===== config.mk =====
export PLATFORM = sky130hd
export DESIGN_NAME = lfsr_replay
export DESIGN_NICKNAME = d
export VERILOG_FILES = /design/src/rtl/lfsr_replay_pkg.sv /design/src/rtl/lfsr_cmd_decode.sv /design/src/rtl/lfsr_next.sv /design/src/rtl/lfsr_shadow.sv /design/src/rtl/lfsr_replay.sv
export SDC_FILE = /design/constraint.sdc
export NUM_CORES = 1
export LEC_CHECK = 0
export BUFFER_PORTS_ARGS = -buffer_cell sky130_fd_sc_hd__buf_2
export CAP_MARGIN = 25
export CORE_MARGIN = 3
export CORE_UTILIZATION = 40
export CTS_BUF_LIST = sky130_fd_sc_hd__clkbuf_4 sky130_fd_sc_hd__clkbuf_8
export CTS_CLUSTER_DIAMETER = 150
export DETAILED_ROUTE_END_ITERATION = 6
export PLACE_DENSITY = 0.65
export SYNTH_ARGS = -nofsm -noshare
export SYNTH_HDL_FRONTEND = slang
export SYNTH_SLANG_ARGS = --single-unit

===== constraint.sdc =====
create_clock -name clk -period 0.92 [get_ports clk]
set_input_delay 0.092 -clock clk [delete_from_list [all_inputs] [get_ports clk]]
set_output_delay 0.092 -clock clk [all_outputs]
set_load 0.005 [all_outputs]

===== src/rtl/lfsr_replay_pkg.sv =====
package lfsr_replay_pkg;

    typedef enum logic [0:0] {
        FB_FIBONACCI = 1'b0,
        FB_GALOIS    = 1'b1
    } fb_style_e;

    typedef enum logic [1:0] {
        CMD_IDLE   = 2'd0,
        CMD_SEED   = 2'd1,
        CMD_RECALL = 2'd2,
        CMD_STEP   = 2'd3
    } cmd_e;

    localparam int unsigned MAX_WIDTH = 128;

    // Builds a mask from up to four tap stage numbers (1-based, 0 = unused).
    function automatic logic [MAX_WIDTH-1:0] taps(input int a, input int b,
                                                  input int c, input int d);
        logic [MAX_WIDTH-1:0] m;
        m = '0;
        if (a > 0) m[a-1] = 1'b1;
        if (b > 0) m[b-1] = 1'b1;
        if (c > 0) m[c-1] = 1'b1;
        if (d > 0) m[d-1] = 1'b1;
        return m;
    endfunction

    function automatic logic [MAX_WIDTH-1:0] taps_narrow(input int w);
        logic [MAX_WIDTH-1:0] m;
        case (w)
            2:  m = taps(2,1,0,0);      3:  m = taps(3,2,0,0);
            4:  m = taps(4,3,0,0);      5:  m = taps(5,3,0,0);
            6:  m = taps(6,5,0,0);      7:  m = taps(7,6,0,0);
            8:  m = taps(8,6,5,4);      9:  m = taps(9,5,0,0);
            10: m = taps(10,7,0,0);     11: m = taps(11,9,0,0);
            12: m = taps(12,6,4,1);     13: m = taps(13,4,3,1);
            14: m = taps(14,5,3,1);     15: m = taps(15,14,0,0);
            16: m = taps(16,15,13,4);   17: m = taps(17,14,0,0);
            18: m = taps(18,11,0,0);    19: m = taps(19,6,2,1);
            20: m = taps(20,17,0,0);    21: m = taps(21,19,0,0);
            22: m = taps(22,21,0,0);    23: m = taps(23,18,0,0);
            24: m = taps(24,23,22,17);  25: m = taps(25,22,0,0);
            26: m = taps(26,6,2,1);     27: m = taps(27,5,2,1);
            28: m = taps(28,25,0,0);    29: m = taps(29,27,0,0);
            30: m = taps(30,6,4,1);     31: m = taps(31,28,0,0);
            32: m = taps(32,22,2,1);    33: m = taps(33,20,0,0);
            34: m = taps(34,27,2,1);    35: m = taps(35,33,0,0);
            36: m = taps(36,25,0,0);    37: m = taps(37,5,4,3) | taps(2,1,0,0);
            38: m = taps(38,6,5,1);     39: m = taps(39,35,0,0);
            40: m = taps(40,38,21,19);  41: m = taps(41,38,0,0);
            42: m = taps(42,41,20,19);  43: m = taps(43,42,38,37);
            44: m = taps(44,43,18,17);  45: m = taps(45,44,42,41);
            46: m = taps(46,45,26,25);  47: m = taps(47,42,0,0);
            48: m = taps(48,47,21,20);  49: m = taps(49,40,0,0);
            50: m = taps(50,49,24,23);  51: m = taps(51,50,36,35);
            52: m = taps(52,49,0,0);    53: m = taps(53,52,38,37);
            54: m = taps(54,53,18,17);  55: m = taps(55,31,0,0);
            56: m = taps(56,55,35,34);  57: m = taps(57,50,0,0);
            58: m = taps(58,39,0,0);    59: m = taps(59,58,38,37);
            60: m = taps(60,59,0,0);    61: m = taps(61,60,46,45);
            62: m = taps(62,61,6,5);    63: m = taps(63,62,0,0);
            64: m = taps(64,63,61,60);
            default: m = '0;
        endcase
        return m;
    endfunction

    function automatic logic [MAX_WIDTH-1:0] taps_wide(input int w);
        logic [MAX_WIDTH-1:0] m;
        case (w)
            65:  m = taps(65,47,0,0);      66:  m = taps(66,65,57,56);
            67:  m = taps(67,66,58,57);    68:  m = taps(68,59,0,0);
            69:  m = taps(69,67,42,40);    70:  m = taps(70,69,55,54);
            71:  m = taps(71,65,0,0);      72:  m = taps(72,66,25,19);
            73:  m = taps(73,48,0,0);      74:  m = taps(74,73,59,58);
            75:  m = taps(75,74,65,64);    76:  m = taps(76,75,41,40);
            77:  m = taps(77,76,47,46);    78:  m = taps(78,77,59,58);
            79:  m = taps(79,70,0,0);      80:  m = taps(80,79,43,42);
            81:  m = taps(81,77,0,0);      82:  m = taps(82,79,47,44);
            83:  m = taps(83,82,38,37);    84:  m = taps(84,71,0,0);
            85:  m = taps(85,84,58,57);    86:  m = taps(86,85,74,73);
            87:  m = taps(87,74,0,0);      88:  m = taps(88,87,17,16);
            89:  m = taps(89,51,0,0);      90:  m = taps(90,89,72,71);
            91:  m = taps(91,90,8,7);      92:  m = taps(92,91,80,79);
            93:  m = taps(93,91,0,0);      94:  m = taps(94,73,0,0);
            95:  m = taps(95,84,0,0);      96:  m = taps(96,94,49,47);
            97:  m = taps(97,91,0,0);      98:  m = taps(98,87,0,0);
            99:  m = taps(99,97,54,52);    100: m = taps(100,63,0,0);
            101: m = taps(101,100,95,94);  102: m = taps(102,101,36,35);
            103: m = taps(103,94,0,0);     104: m = taps(104,103,94,93);
            105: m = taps(105,89,0,0);     106: m = taps(106,91,0,0);
            107: m = taps(107,105,44,42);  108: m = taps(108,77,0,0);
            109: m = taps(109,108,103,102);110: m = taps(110,109,98,97);
            111: m = taps(111,101,0,0);    112: m = taps(112,110,69,67);
            113: m = taps(113,104,0,0);    114: m = taps(114,113,33,32);
            115: m = taps(115,114,101,100);116: m = taps(116,115,46,45);
            117: m = taps(117,115,99,97);  118: m = taps(118,85,0,0);
            119: m = taps(119,111,0,0);    120: m = taps(120,113,9,2);
            121: m = taps(121,103,0,0);    122: m = taps(122,121,63,62);
            123: m = taps(123,121,0,0);    124: m = taps(124,87,0,0);
            125: m = taps(125,124,18,17);  126: m = taps(126,125,90,89);
            127: m = taps(127,126,0,0);    128: m = taps(128,126,101,99);
            default: m = '0;
        endcase
        return m;
    endfunction

    // Feedback mask for the external-XOR form: bit k-1 set for tap stage k.
    function automatic logic [MAX_WIDTH-1:0] fib_mask(input int w);
        return (w <= 64) ? taps_narrow(w) : taps_wide(w);
    endfunction

    // Fold mask for the internal-XOR form: same polynomial, bit 0 for x^0.
    function automatic logic [MAX_WIDTH-1:0] galois_mask(input int w);
        logic [MAX_WIDTH-1:0] m;
        m = fib_mask(w);
        m[w-1] = 1'b0;
        return {m[MAX_WIDTH-2:0], 1'b1};
    endfunction

endpackage


===== src/rtl/lfsr_cmd_decode.sv =====
module lfsr_cmd_decode (
    input  logic                  seed_load,
    input  logic                  restore,
    input  logic                  step_en,
    output lfsr_replay_pkg::cmd_e cmd
);
    import lfsr_replay_pkg::*;

    // Fixed priority: seed, then recall, then step.
    always_comb begin
        if (seed_load)    cmd = CMD_SEED;
        else if (restore) cmd = CMD_RECALL;
        else if (step_en) cmd = CMD_STEP;
        else              cmd = CMD_IDLE;
    end
endmodule


===== src/rtl/lfsr_next.sv =====
module lfsr_next #(
    parameter int                        WIDTH = 8,
    parameter lfsr_replay_pkg::fb_style_e STYLE = lfsr_replay_pkg::FB_FIBONACCI
) (
    input  logic [WIDTH-1:0] cur,
    output logic [WIDTH-1:0] nxt
);
    import lfsr_replay_pkg::*;

    localparam logic [MAX_WIDTH-1:0] FIB_FULL = fib_mask(WIDTH);
    localparam logic [MAX_WIDTH-1:0] GAL_FULL = galois_mask(WIDTH);
    localparam logic [WIDTH-1:0]     FIB_TAP  = FIB_FULL[WIDTH-1:0];
    localparam logic [WIDTH-1:0]     GAL_TAP  = GAL_FULL[WIDTH-1:0];

    generate
        if (STYLE == FB_FIBONACCI) begin : g_fib
            logic feed;
            always_comb begin
                feed = ^(cur & FIB_TAP);
                nxt  = {cur[WIDTH-2:0], feed};
            end
        end else begin : g_gal
            always_comb begin
                nxt = {cur[WIDTH-2:0], 1'b0} ^ (cur[WIDTH-1] ? GAL_TAP : '0);
            end
        end
    endgenerate
endmodule


===== src/rtl/lfsr_shadow.sv =====
module lfsr_shadow #(
    parameter int               WIDTH     = 8,
    parameter logic [WIDTH-1:0] RESET_VAL = WIDTH'(1)
) (
    input  logic             clk,
    input  logic             rst_n,
    input  logic             save,
    input  logic [WIDTH-1:0] live,
    output logic [WIDTH-1:0] snap
);
    always_ff @(posedge clk or negedge rst_n) begin
        if (!rst_n)    snap <= RESET_VAL;
        else if (save) snap <= live;
    end
endmodule


===== src/rtl/lfsr_replay.sv =====
module lfsr_replay #(
    parameter int                         WIDTH     = 8,
    parameter lfsr_replay_pkg::fb_style_e STYLE     = lfsr_replay_pkg::FB_FIBONACCI,
    parameter logic [WIDTH-1:0]           INIT_SEED = WIDTH'(1)
) (
    input  logic             clk,
    input  logic             rst_n,
    input  logic             seed_load,
    input  logic [WIDTH-1:0] seed_value,
    input  logic             step_en,
    input  logic             save,
    input  logic             restore,
    output logic [WIDTH-1:0] state_out
);
    import lfsr_replay_pkg::*;

    localparam logic [WIDTH-1:0] ONE       = WIDTH'(1);
    localparam logic [WIDTH-1:0] SAFE_INIT = (INIT_SEED == '0) ? ONE : INIT_SEED;

    cmd_e             cmd;
    logic [WIDTH-1:0] state_q;
    logic [WIDTH-1:0] state_d;
    logic [WIDTH-1:0] stepped;
    logic [WIDTH-1:0] shadow_q;
    logic [WIDTH-1:0] seed_safe;

    lfsr_cmd_decode u_decode (
        .seed_load (seed_load),
        .restore   (restore),
        .step_en   (step_en),
        .cmd       (cmd)
    );

    lfsr_next #(.WIDTH(WIDTH), .STYLE(STYLE)) u_next (
        .cur (state_q),
        .nxt (stepped)
    );

    lfsr_shadow #(.WIDTH(WIDTH), .RESET_VAL(SAFE_INIT)) u_shadow (
        .clk   (clk),
        .rst_n (rst_n),
        .save  (save),
        .live  (state_q),
        .snap  (shadow_q)
    );

    always_comb begin
        seed_safe = (seed_value == '0) ? ONE : seed_value;
        unique case (cmd)
            CMD_IDLE:   state_d = state_q;
            CMD_SEED:   state_d = seed_safe;
            CMD_RECALL: state_d = shadow_q;
            CMD_STEP:   state_d = stepped;
            default:    state_d = state_q;
        endcase
    end

    always_ff @(posedge clk or negedge rst_n) begin
        if (!rst_n) state_q <= SAFE_INIT;
        else        state_q <= state_d;
    end

    always_comb begin
        state_out = state_q;
    end
endmodule


After elaboration in Yosys (flattened, before gate mapping)
Index checks and enable logic that the tools add are counted.

word-level totals
  bits in registers = 16
  input port bits = 14
  output and inout bits = 8
  logic and storage cells = 13

cells by class
  equal/unequal tests = 3
  multiplexer cells = 5
  reductions and logical operators = 3

operator list
  cell                                                                   count
  8-bit case mux with 3 select lines                                     1
  8-bit logical NOT                                                      1
  8-bit 2-to-1 mux                                                       1
  8-bit XOR reduction                                                    1
  2-bit 2-to-1 mux                                                       3
  2-bit equality test, second input constant                             2
  2-bit by 1-bit equality test with 1-bit output, second input constant  1
  2-bit logical NOT                                                      1

Longest topological paths before layout
  word-level depth = 5
  depth in mapped cells = 5
  gate-level depth less buffers = 3

Cells and area by module
Synthesis repeated with hierarchy kept, for this count alone.

second synthesis, totals
  cell total of the unflattened synthesis = 56
  area total of the unflattened synthesis = 864.6 um^2

by module, submodules not included
  module           instances  cells an instance  area an instance (um^2)  sequential area each (um^2)
  lfsr_replay      1          24                 426.7                    201.4
  lfsr_shadow      1          17                 332.8                    201.4
  lfsr_next        1          11                 86.3                     0.0
  lfsr_cmd_decode  1          4                  18.8                     0.0

Worst setup path before layout
OpenSTA, ideal clock, no wires.

  kind = reg-to-reg
  start = register state_q[3] (netlist: state_out[3])
  end = register state_q[4] (netlist: state_out[4])
  setup time = 0.125 ns
  arrival time = 0.844 ns
  data required time = 0.795 ns
  slack = -0.049 ns
  stages on the path, launching flop included = 4
  buffers on the path = 0
  clock period less this slack = 0.969 ns
  cells stage by stage = dfrtp_1 -> mux2i_1 -> o21ai_1 -> mux2_2

between the ends
  cells in the longest elaborated chain, start to end = 1

RTL lines
  what                                line               RTL
  from (decl)                         lfsr_replay.sv:21  logic [WIDTH-1:0] state_q;
  from (signal assigned)              lfsr_replay.sv:60  else state_q <= state_d;
  8-bit case mux with 3 select lines  lfsr_replay.sv:49  unique case (cmd)

No other way between the ends.
A chain may end at the register's enable or synchronous reset.

Worst setup path after layout
Ends and elaborated chain as after synthesis.

==> flow_summary.ini <==
[clock_tree]
numCtsBuffers = 3
htreeDepth = 1
cts_tree = done
cts.sinks = 16
root_buffer = clkbuf_4
clkTransAtPathRegs_ns = 0.09
clk_latency_ns = 0.28
clk_path_buf_depth = 2

[global_route]
grtUsageTotal_pct = 14.23
grt_max_degree = 18
grt_pass1_wl_mm = 2.829
grt-busiest-layer = met2
grt-ovfl-total = 0
met2_usage_pct = 22.67
grt_pass1_vias = 632
antenna_found_initial = 0
grt_use_met1_pct = 17.75
grtUsageMet3_pct = 5.731

[setup_path]
crit_required_ns = 1.09
cp.arrival_ns = 1.24
critPathLaunchType = flip-flop
crit_path_max_fanout = 4
worst-setup-path-type = flip-flop to flip-flop
crit_path_end_kind = flip-flop

[yosys]
syn_avg_cell_area_um2 = 12.08
synth_seq_cells = 16
seq_area_frac_synth_pct = 48.35
synth_area_um2 = 833.3
synth-edff-count = 0
synth_ff_type = dfrtp_1
synth_nets = 83
yosysTopAreaCell = dfrtp_1
yosysWarnings = 0
async_flop_share_pct = 100.0
syn_inst = 69
synthTopCellsByArea = dfrtp_1 (42%), mux2_2 (20%), mux2i_1 (8.4%), dfstp_2 (6.3%), o21ai_1 (4.2%)
ys_types = 18
synth_top_area_share_pct = 42.04

[power]
p_leak_nw = 0.5310
power.total_mw = 1.909
ir_drop_uv = 1150
power_density_nw_per_um2 = 1693

[final_layout]
n_antenna_cell = 0
seqCellArea_um2 = 406.6
final_nets = 113
final_cell_mix = buf_6 (15), buf_2 (13), dfrtp_1 (11)
mostFrequentLayoutCell = buf_6
drive_gt1_share_pct = 55.10
multi_input_area_um2 = 407.9
fillCellCount = 173
syn2layout_area_growth_pct = 35.29
final_area_um2 = 1127

[place]
dp_hpwl_mm = 1.253
dp_slack_ns = -0.1088
place_congestion = 0.7487
place_area_um2 = 973.4
portBuffers = 21

[sta]
timing.hold.ws_ns = 0.06096
fin_skew_ns = 0.004913
max_slew_margin_pct = 75.80
tightestPinTransition_ns = 0.3630
fmax_ghz = 0.9348
rsz0062_at_grt = yes
slew_viol_final = 0
tns_ns = -1.746
worst_slack_ns = -0.1498
period_share_pct = 116.3
period_minus_slack_ns = 1.070
finalSetupViolCount = 17
hold_viol_final = 0

[floorplanning]
die_w_um = 51.64
core_area_um2 = 1839
die_h_um = 51.64
start_util_pct = 45.31
die_area_um2 = 2667
io_pins = 22
fp-row-count = 15

[drt]
via_per_inst = 5.000
drt.antenna.violating_nets = 0
drtIter0Drc = 3
drt_wl_total_mm = 1.762
drc = 0
firstDrtPassIters = 4
via_count = 615
drt-wirelength-per-cell_um = 14.33

[outcome]
outcome = finished, violations left
violations = setup timing

[job]
drv_cap = 0

[hold_path]
min_path_type = input port to flip-flop
final cells by class:
cell class	instances	area share, %
clock buffer	4	2.664
multi-input combinational	48	36.18
sequential	16	36.07
tap	25	2.775
timing repair buffer	30	22.31
path summary, 6_finish.rpt:
kind / startpoint / to / slack, ns / depth (start not counted)
min in group asynchronous: rst_n / u_shadow.snap[4] / 0.25 / 2
setup / recovery: state_out[3] / state_out[4] / -0.15 / 3
hold reg to reg: u_shadow.snap[7] / u_shadow.snap[7] / 0.52 / 1
max in group asynchronous: rst_n / u_shadow.snap[0] / 0.36 / 2
setup reg to reg: state_out[3] / state_out[4] / -0.15 / 3
hold / removal: seed_value[4] / state_out[4] / 0.06 / 2
where the power goes:
| group | total [mW] | leakage, nW | switching [mW] | internal (mW) |
|---|---|---|---|---|
| Combinational | 0.587 | 0.327 | 0.200 | 0.387 |
| Clock | 0.398 | 0.0184 | 0.200 | 0.198 |
| Sequential | 0.924 | 0.185 | 0.0946 | 0.830 |
| Total | 1.91 | 0.531 | 0.495 | 1.41 |
Yosys cell counts, types with 2 or more instances:
library cell	count
o21ai_1	7
nand2_1	8
mux2_2	15
dfrtp_1	14
buf_2	2
mux2i_1	7
xnor2_1	3
nor2_1	2
dfstp_2	2
metal layers:
| layer | part of all wire (%) | vias to the layer above |
|---|---|---|
| met5 | 0 | - |
| met4 | 0.68 | 0 |
| met3 | 5.5 | 2 |
| met2 | 46 | 17 |
| met1 | 48 | 293 |
| li1 | - | 303 |
flip-flops by register name, indices dropped and copies added (netlist names):
register	cells
state_out	8
u_shadow.snap	8
kinds of logic (layout without fill, tap and decap cells):
kind of cell,count (synthesis),in the layout,share of synthesized area [%]
muxes,22,22,28.68
AOI/OAI and AO/OA,10,10,7.356
xor gates and xnor gates,3,3,3.154
and+or+nand+nor,13,13,6.607
DFF,16,16,48.35
buffers and inverters,5,34,5.856
metrics by stage:
stage,cells,util (%)
floorplan,69,-
global route,123,61.29
CTS,123,59.59
detailed placement,117,52.93
finish,123,61.29
global placement,117,52.93
what timing repair did:
action	in CTS	in global routing
endpoints found under the setup margin	17	20
cloned	0	0
hold buffers	1	0
gates resized for setup	16	9
hold endpoints to repair	16	0
buffers inserted	1	0
pin swaps	0	1
critical path, stage by stage (launching register included):
cell and delay (ns):
dfrtp_2 0.44, mux2i_1 0.15, o21ai_1 0.09, mux2_4 0.27
(Power assumes the default switching activity.)
